[src/rtl/nik_pkg.sv]
package nik_pkg;
  parameter int unsigned NIK_DEF_W = 8;

  // complement width: one extra bit so that a zero operand maps to the base
  function automatic int unsigned nik_cw(int unsigned w);
    return w + 1;
  endfunction
endpackage

[src/rtl/nik_complement.sv]
module nik_complement #(
  parameter int unsigned W = nik_pkg::NIK_DEF_W,
  localparam int unsigned CW = nik_pkg::nik_cw(W)
) (
  input  logic [W-1:0]  op_i,
  output logic [CW-1:0] comp_o
);
  localparam logic [CW-1:0] BASE = {1'b1, {W{1'b0}}};

  assign comp_o = BASE - {1'b0, op_i};
endmodule

[src/rtl/nik_comp_mult.sv]
module nik_comp_mult #(
  parameter int unsigned W = nik_pkg::NIK_DEF_W,
  localparam int unsigned CW = nik_pkg::nik_cw(W),
  localparam int unsigned PW = 2 * CW
) (
  input  logic [CW-1:0]  ca_i,
  input  logic [CW-1:0]  cb_i,
  output logic [W-1:0]   lo_o,
  output logic [W+1:0]   hi_o
);
  logic [PW-1:0] cp;

  assign cp   = PW'(ca_i) * PW'(cb_i);
  assign lo_o = cp[W-1:0];
  assign hi_o = cp[PW-1:W];  // includes the 2^(2W) bit for a zero pair
endmodule

[src/rtl/nik_left_adder.sv]
module nik_left_adder #(
  parameter int unsigned W = nik_pkg::NIK_DEF_W,
  localparam int unsigned LW = W + 3
) (
  input  logic [W-1:0]  a_i,
  input  logic [W-1:0]  b_i,
  input  logic [W+1:0]  hi_i,
  output logic [W-1:0]  left_o
);
  localparam logic [LW-1:0] BASE = LW'(1) << W;

  logic [LW-1:0] sum;
  logic          unused_sum_hi;

  assign sum           = LW'(a_i) + LW'(b_i) + LW'(hi_i) - BASE;
  assign left_o        = sum[W-1:0];
  assign unused_sum_hi = ^sum[LW-1:W];  // zero for every legal pair
endmodule

[src/rtl/nikhilam_mul.sv]
module nikhilam_mul #(
  parameter int unsigned W = nik_pkg::NIK_DEF_W,
  localparam int unsigned CW = nik_pkg::nik_cw(W)
) (
  input  logic           clk_i,
  input  logic           rst_ni,
  input  logic           valid_i,
  input  logic [W-1:0]   a_i,
  input  logic [W-1:0]   b_i,
  output logic           valid_o,
  output logic [2*W-1:0] prod_o
);
  logic [1:0][W-1:0]  ops;
  logic [1:0][CW-1:0] comps;
  logic [W-1:0]       right_part;
  logic [W+1:0]       cp_hi;
  logic [W-1:0]       left_part;

  assign ops[0] = a_i;
  assign ops[1] = b_i;

  for (genvar g = 0; g < 2; g++) begin : g_comp
    nik_complement #(.W(W)) u_comp (
      .op_i   (ops[g]),
      .comp_o (comps[g])
    );
  end

  nik_comp_mult #(.W(W)) u_cmul (
    .ca_i (comps[0]),
    .cb_i (comps[1]),
    .lo_o (right_part),
    .hi_o (cp_hi)
  );

  nik_left_adder #(.W(W)) u_left (
    .a_i    (a_i),
    .b_i    (b_i),
    .hi_i   (cp_hi),
    .left_o (left_part)
  );

  always_ff @(posedge clk_i or negedge rst_ni) begin
    if (!rst_ni) begin
      valid_o <= 1'b0;
      prod_o  <= '0;
    end else begin
      valid_o <= valid_i;
      if (valid_i) prod_o <= {left_part, right_part};
    end
  end
endmodule

[config.mk]
export PLATFORM = sky130hd
export DESIGN_NAME = nikhilam_mul
export DESIGN_NICKNAME = d
export VERILOG_FILES = /design/src/rtl/nik_pkg.sv /design/src/rtl/nik_complement.sv /design/src/rtl/nik_comp_mult.sv /design/src/rtl/nik_left_adder.sv /design/src/rtl/nikhilam_mul.sv
export SDC_FILE = /design/constraint.sdc
export NUM_CORES = 1
export LEC_CHECK = 0
export ABC_AREA = 1
export BUFFER_PORTS_ARGS = -buffer_cell sky130_fd_sc_hd__buf_2
export CAP_MARGIN = 5
export CORE_AREA = 2 2 99 101
export DETAILED_ROUTE_END_ITERATION = 12
export DIE_AREA = 0 0 101 103
export PLACE_DENSITY = 0.66
export SYNTH_ARGS = -nofsm -noshare
export SYNTH_HDL_FRONTEND = slang
export SYNTH_HIERARCHICAL = 1
export SYNTH_SLANG_ARGS = --single-unit
[constraint.sdc]
create_clock -name clk_i -period 1.39 [get_ports clk_i]
set_clock_uncertainty 0.15 [all_clocks]
set_input_delay 0.0695 -clock clk_i [delete_from_list [all_inputs] [get_ports clk_i]]
set_output_delay 0.0695 -clock clk_i [all_outputs]
set_load 0.05 [all_outputs]
# Word-level counts from Yosys, hierarchy flattened
# Cells that the tools add are included.
[totals]
ff_bits = 17
in_bits = 19
out_inout_bits = 17
word_cells = 8
[classes]
addsub = 5
mul = 1
[op_table]
columns = ["op", "n"]
rows = [
  ["subtractor 9 x 8 -> 9 bit, first input constant", 2],
  ["adder 8 bit", 2],
  ["multiplier 9 x 9 -> 16 bit", 1],
  ["subtractor 8 x 1 -> 8 bit, second input constant", 1],
]

# Depth between registers and ports, before layout
[depth]
word_depth = 4
ltp_mapped = 38
depth_no_buf = 37

# By module
# The synthesis kept the hierarchy.
[modules_own_cells]
columns = ["mod", "n_inst", "cells_per_inst", "area_per_inst_um2", "seq_area_each_um2"]
rows = [
  ["nik_comp_mult", 1, 436, 2875.3, 0.0],
  ["nikhilam_mul", 1, 69, 669.4, 425.4],
  ["nik_left_adder", 1, 81, 525.5, 0.0],
  ["nik_complement", 2, 31, 173.9, 0.0],
]

# Worst setup path before layout
# Ideal clock, no wire load.
[synth_path]
path_kind = "input port to flip-flop"
startpoint = "in b_i[0]"
endpoint = "reg prod_o[15]"
setup_ps = 119
arrival_time_ps = 5549
required_time_ps = 1121
path_slack_ps = -4429
stages = 31
n_path_buf = 1
cell_sequence = "inv_1 ha_1 nand2_2 nor2_2 nand3_1 nand2_1 clkbuf_1 nand2_1 fa_1 fa_1 inv_1 fa_1 inv_1 fa_1 inv_1 ha_1 nand2_2 inv_1 nand2_1 nand3_2 xor2_1 fa_1 ha_1 inv_1 fa_1 nor3_2 nor2_1 nand2_1 nand2_1 nand2_1 nand2_1"
[synth_rtl]
columns = ["element", "line", "source"]
rows = [
  ["start, declared", "nikhilam_mul.sv:9", "input logic [W-1:0] b_i,"],
  ["end signal, assigned", "nikhilam_mul.sv:49", "if (valid_i) prod_o <= {left_part, right_part};"],
  ["end, declared", "nikhilam_mul.sv:11", "output logic [2*W-1:0] prod_o"],
]

==> impl_metrics.yaml <==
run_status:
  status: "finished, violations left"
  violations: "negative setup slack"
job:
  cap_violations: 0
cells_and_area:
  layoutNonFillerInstCount: 860
  area_growth_pct: 48.3
  antennaDiodeCount: 0
  drive_above_1_share: 0.422
  utilization: 0.664
  nets: 867
drt:
  post_drt_wl_per_cell_um: 14.0
  first_pass_iters: 4
  ant_nets: 0
  num_vias: 4168
  route.detailed.drc: 0
  dr.first_iter.drc_count: 174
  totalWireLength_um: 12100
  avgViaCountPerCell: 4.85
sta:
  slew_headroom: 0.719
  fmaxAchievable_mhz: 185
  whs_ps: 80.4
  rsz0062_at_grt: "yes"
  drv_slew: 0
  setup_viol: 14
  min_period_ps: 5410
  tightest_slew_ps: 422
  fin_ws_ps: -4020
  hold_violations: 0
  post-route-period-util: 3.90
synth:
  syn_inst: 616
  yosys_warnings: 6
  netlist_area_um2: 4240
  postSynthNetCount: 736
  syn_area_per_cell_um2: 6.88
global_route:
  grt_remaining_overflow: 0
  grt_antenna_before_repair: 0
  grt_pass1_vias: 4345
  grt_max_degree: 19
  grt_usage: 0.232
  grt_pass1_wl_um: 19300
worst_setup_path:
  worstSetupStartpoint: "a_i[0]"
  startpoint_type: "input pin"
  cp_max_fo: 4
  required_ps: 1440
  crit_slowest_cell: "fa_1"
  cp.arrival_ps: 5470
  endpoint_kind: "flop"
  path_class: "input pin to flop"
  worst_path_most_repeated_cell: "inv_2"
  rr_startpoint: "prod_o[9]"
  r2r_cells: 2
  critPathMaxStageDelay_ps: 500
clock_network:
  cts_buffers: 3
  clock_sinks: 17
  clk_path_buf_depth: 2
  root_buffer: "clkbuf_8"
  cts.clk_slew.worst_paths_ps: 70
  insertion_delay_ps: 250
  cts_tree: "built"
  cts_max_level: 1
die:
  dieWidth_um: 101
  core-area_um2: 9460
  die_area_um2: 10400
  num_rows: 36
  start_util: 0.448
  die_h_um: 103
  io_pins: 36
place:
  dp.cells: 817
  port_buffers: 35
  place_hpwl_um: 8910
  gp_congestion: 0.851
  dp_slack_ps: -4420
min_path:
  holdCritPathClass: "input pin to flop"
  hold_start: "valid_i"
  hold-path-cell-count: 3
## worst paths after layout
kind                                    to  slack (ps)
worst max-delay path            prod_o[13]       -4020
max in group asynchronous        prod_o[0]         640
worst min register to register   prod_o[2]         320
worst max register to register   prod_o[9]         610
min in group asynchronous       prod_o[14]         150
worst min-delay path            prod_o[12]          80
## layout by cell type (no fill, tap or decap), types with 4 or more instances in the layout
cell and count:
nor2_4 9, nand4_1 5, nor2_1 11, a21oi_2 6, nand2_1 165, inv_2 30
inv_1 139, ha_1 27, ha_4 17, nand3_1 5, buf_4 93, buf_2 30
fa_2 7, nand2_4 20, xnor2_1 6, nand2_2 39, buf_12 4, nand3_2 7
dfrtp_1 17, buf_6 17, nand3_4 4, fa_1 50
## what timing repair did
action / CTS / global route
gates cloned: 0 / 1
resized for setup: 109 / 52
pin swaps: 81 / 69
buffers inserted: 22 / 15
hold endpoints to repair: 18 / 0
hold buffers: 2 / 0
setup endpoints to repair: 14 / 14
## layout make-up
| cell class | instances | area [µm²] |
|---|---|---|
| clock buffer | 3 | 41.3 |
| multi-input combinational | 401 | 3780 |
| timing repair buffer | 149 | 1180 |
| sequential | 17 | 425 |
| tap | 114 | 143 |
| inverter | 175 | 704 |
| clock inverter | 1 | 5.00 |
| fill | 715 | 3170 |
## metal layers
layer	track usage	up-vias	share of wire
li1	-	2003	-
met1	0.283	2069	0.40
met2	0.444	85	0.55
met3	0.0224	11	0.031
met4	0.0509	0	0.0096
met5	0	-	0
## critical path: cells and delay by family
| kind | cells | cell delay, ps |
|---|---|---|
| adders and majority gates | 9 | 3180 |
| xor gates and xnor gates | 3 | 450 |
| and+or+nand+nor | 7 | 490 |
| buffers and inverters | 13 | 1220 |
| AOI/OAI and AO/OA | 1 | 60 |
## flip-flops by register name, indices dropped and copies added (netlist names)
| signal | count |
|---|---|
| prod_o | 16 |
| valid_o | 1 |
## stage by stage
| step | TNS, ps | instance area (µm²) |
|---|---|---|
| 5_1_grt | -43190 | 6280 |
| 4_1_cts | -40520 | 5940 |
| 3_5_place_dp | -46060 | 5290 |
| 2_1_floorplan | -37770 | 4580 |
| 6_report | -40910 | 6280 |
| 3_3_place_gp | -45260 | 5290 |
Power is left out: the tool's default activity adds up to more than one toggle a clock period on the data nets, which glitch-free logic cannot reach.
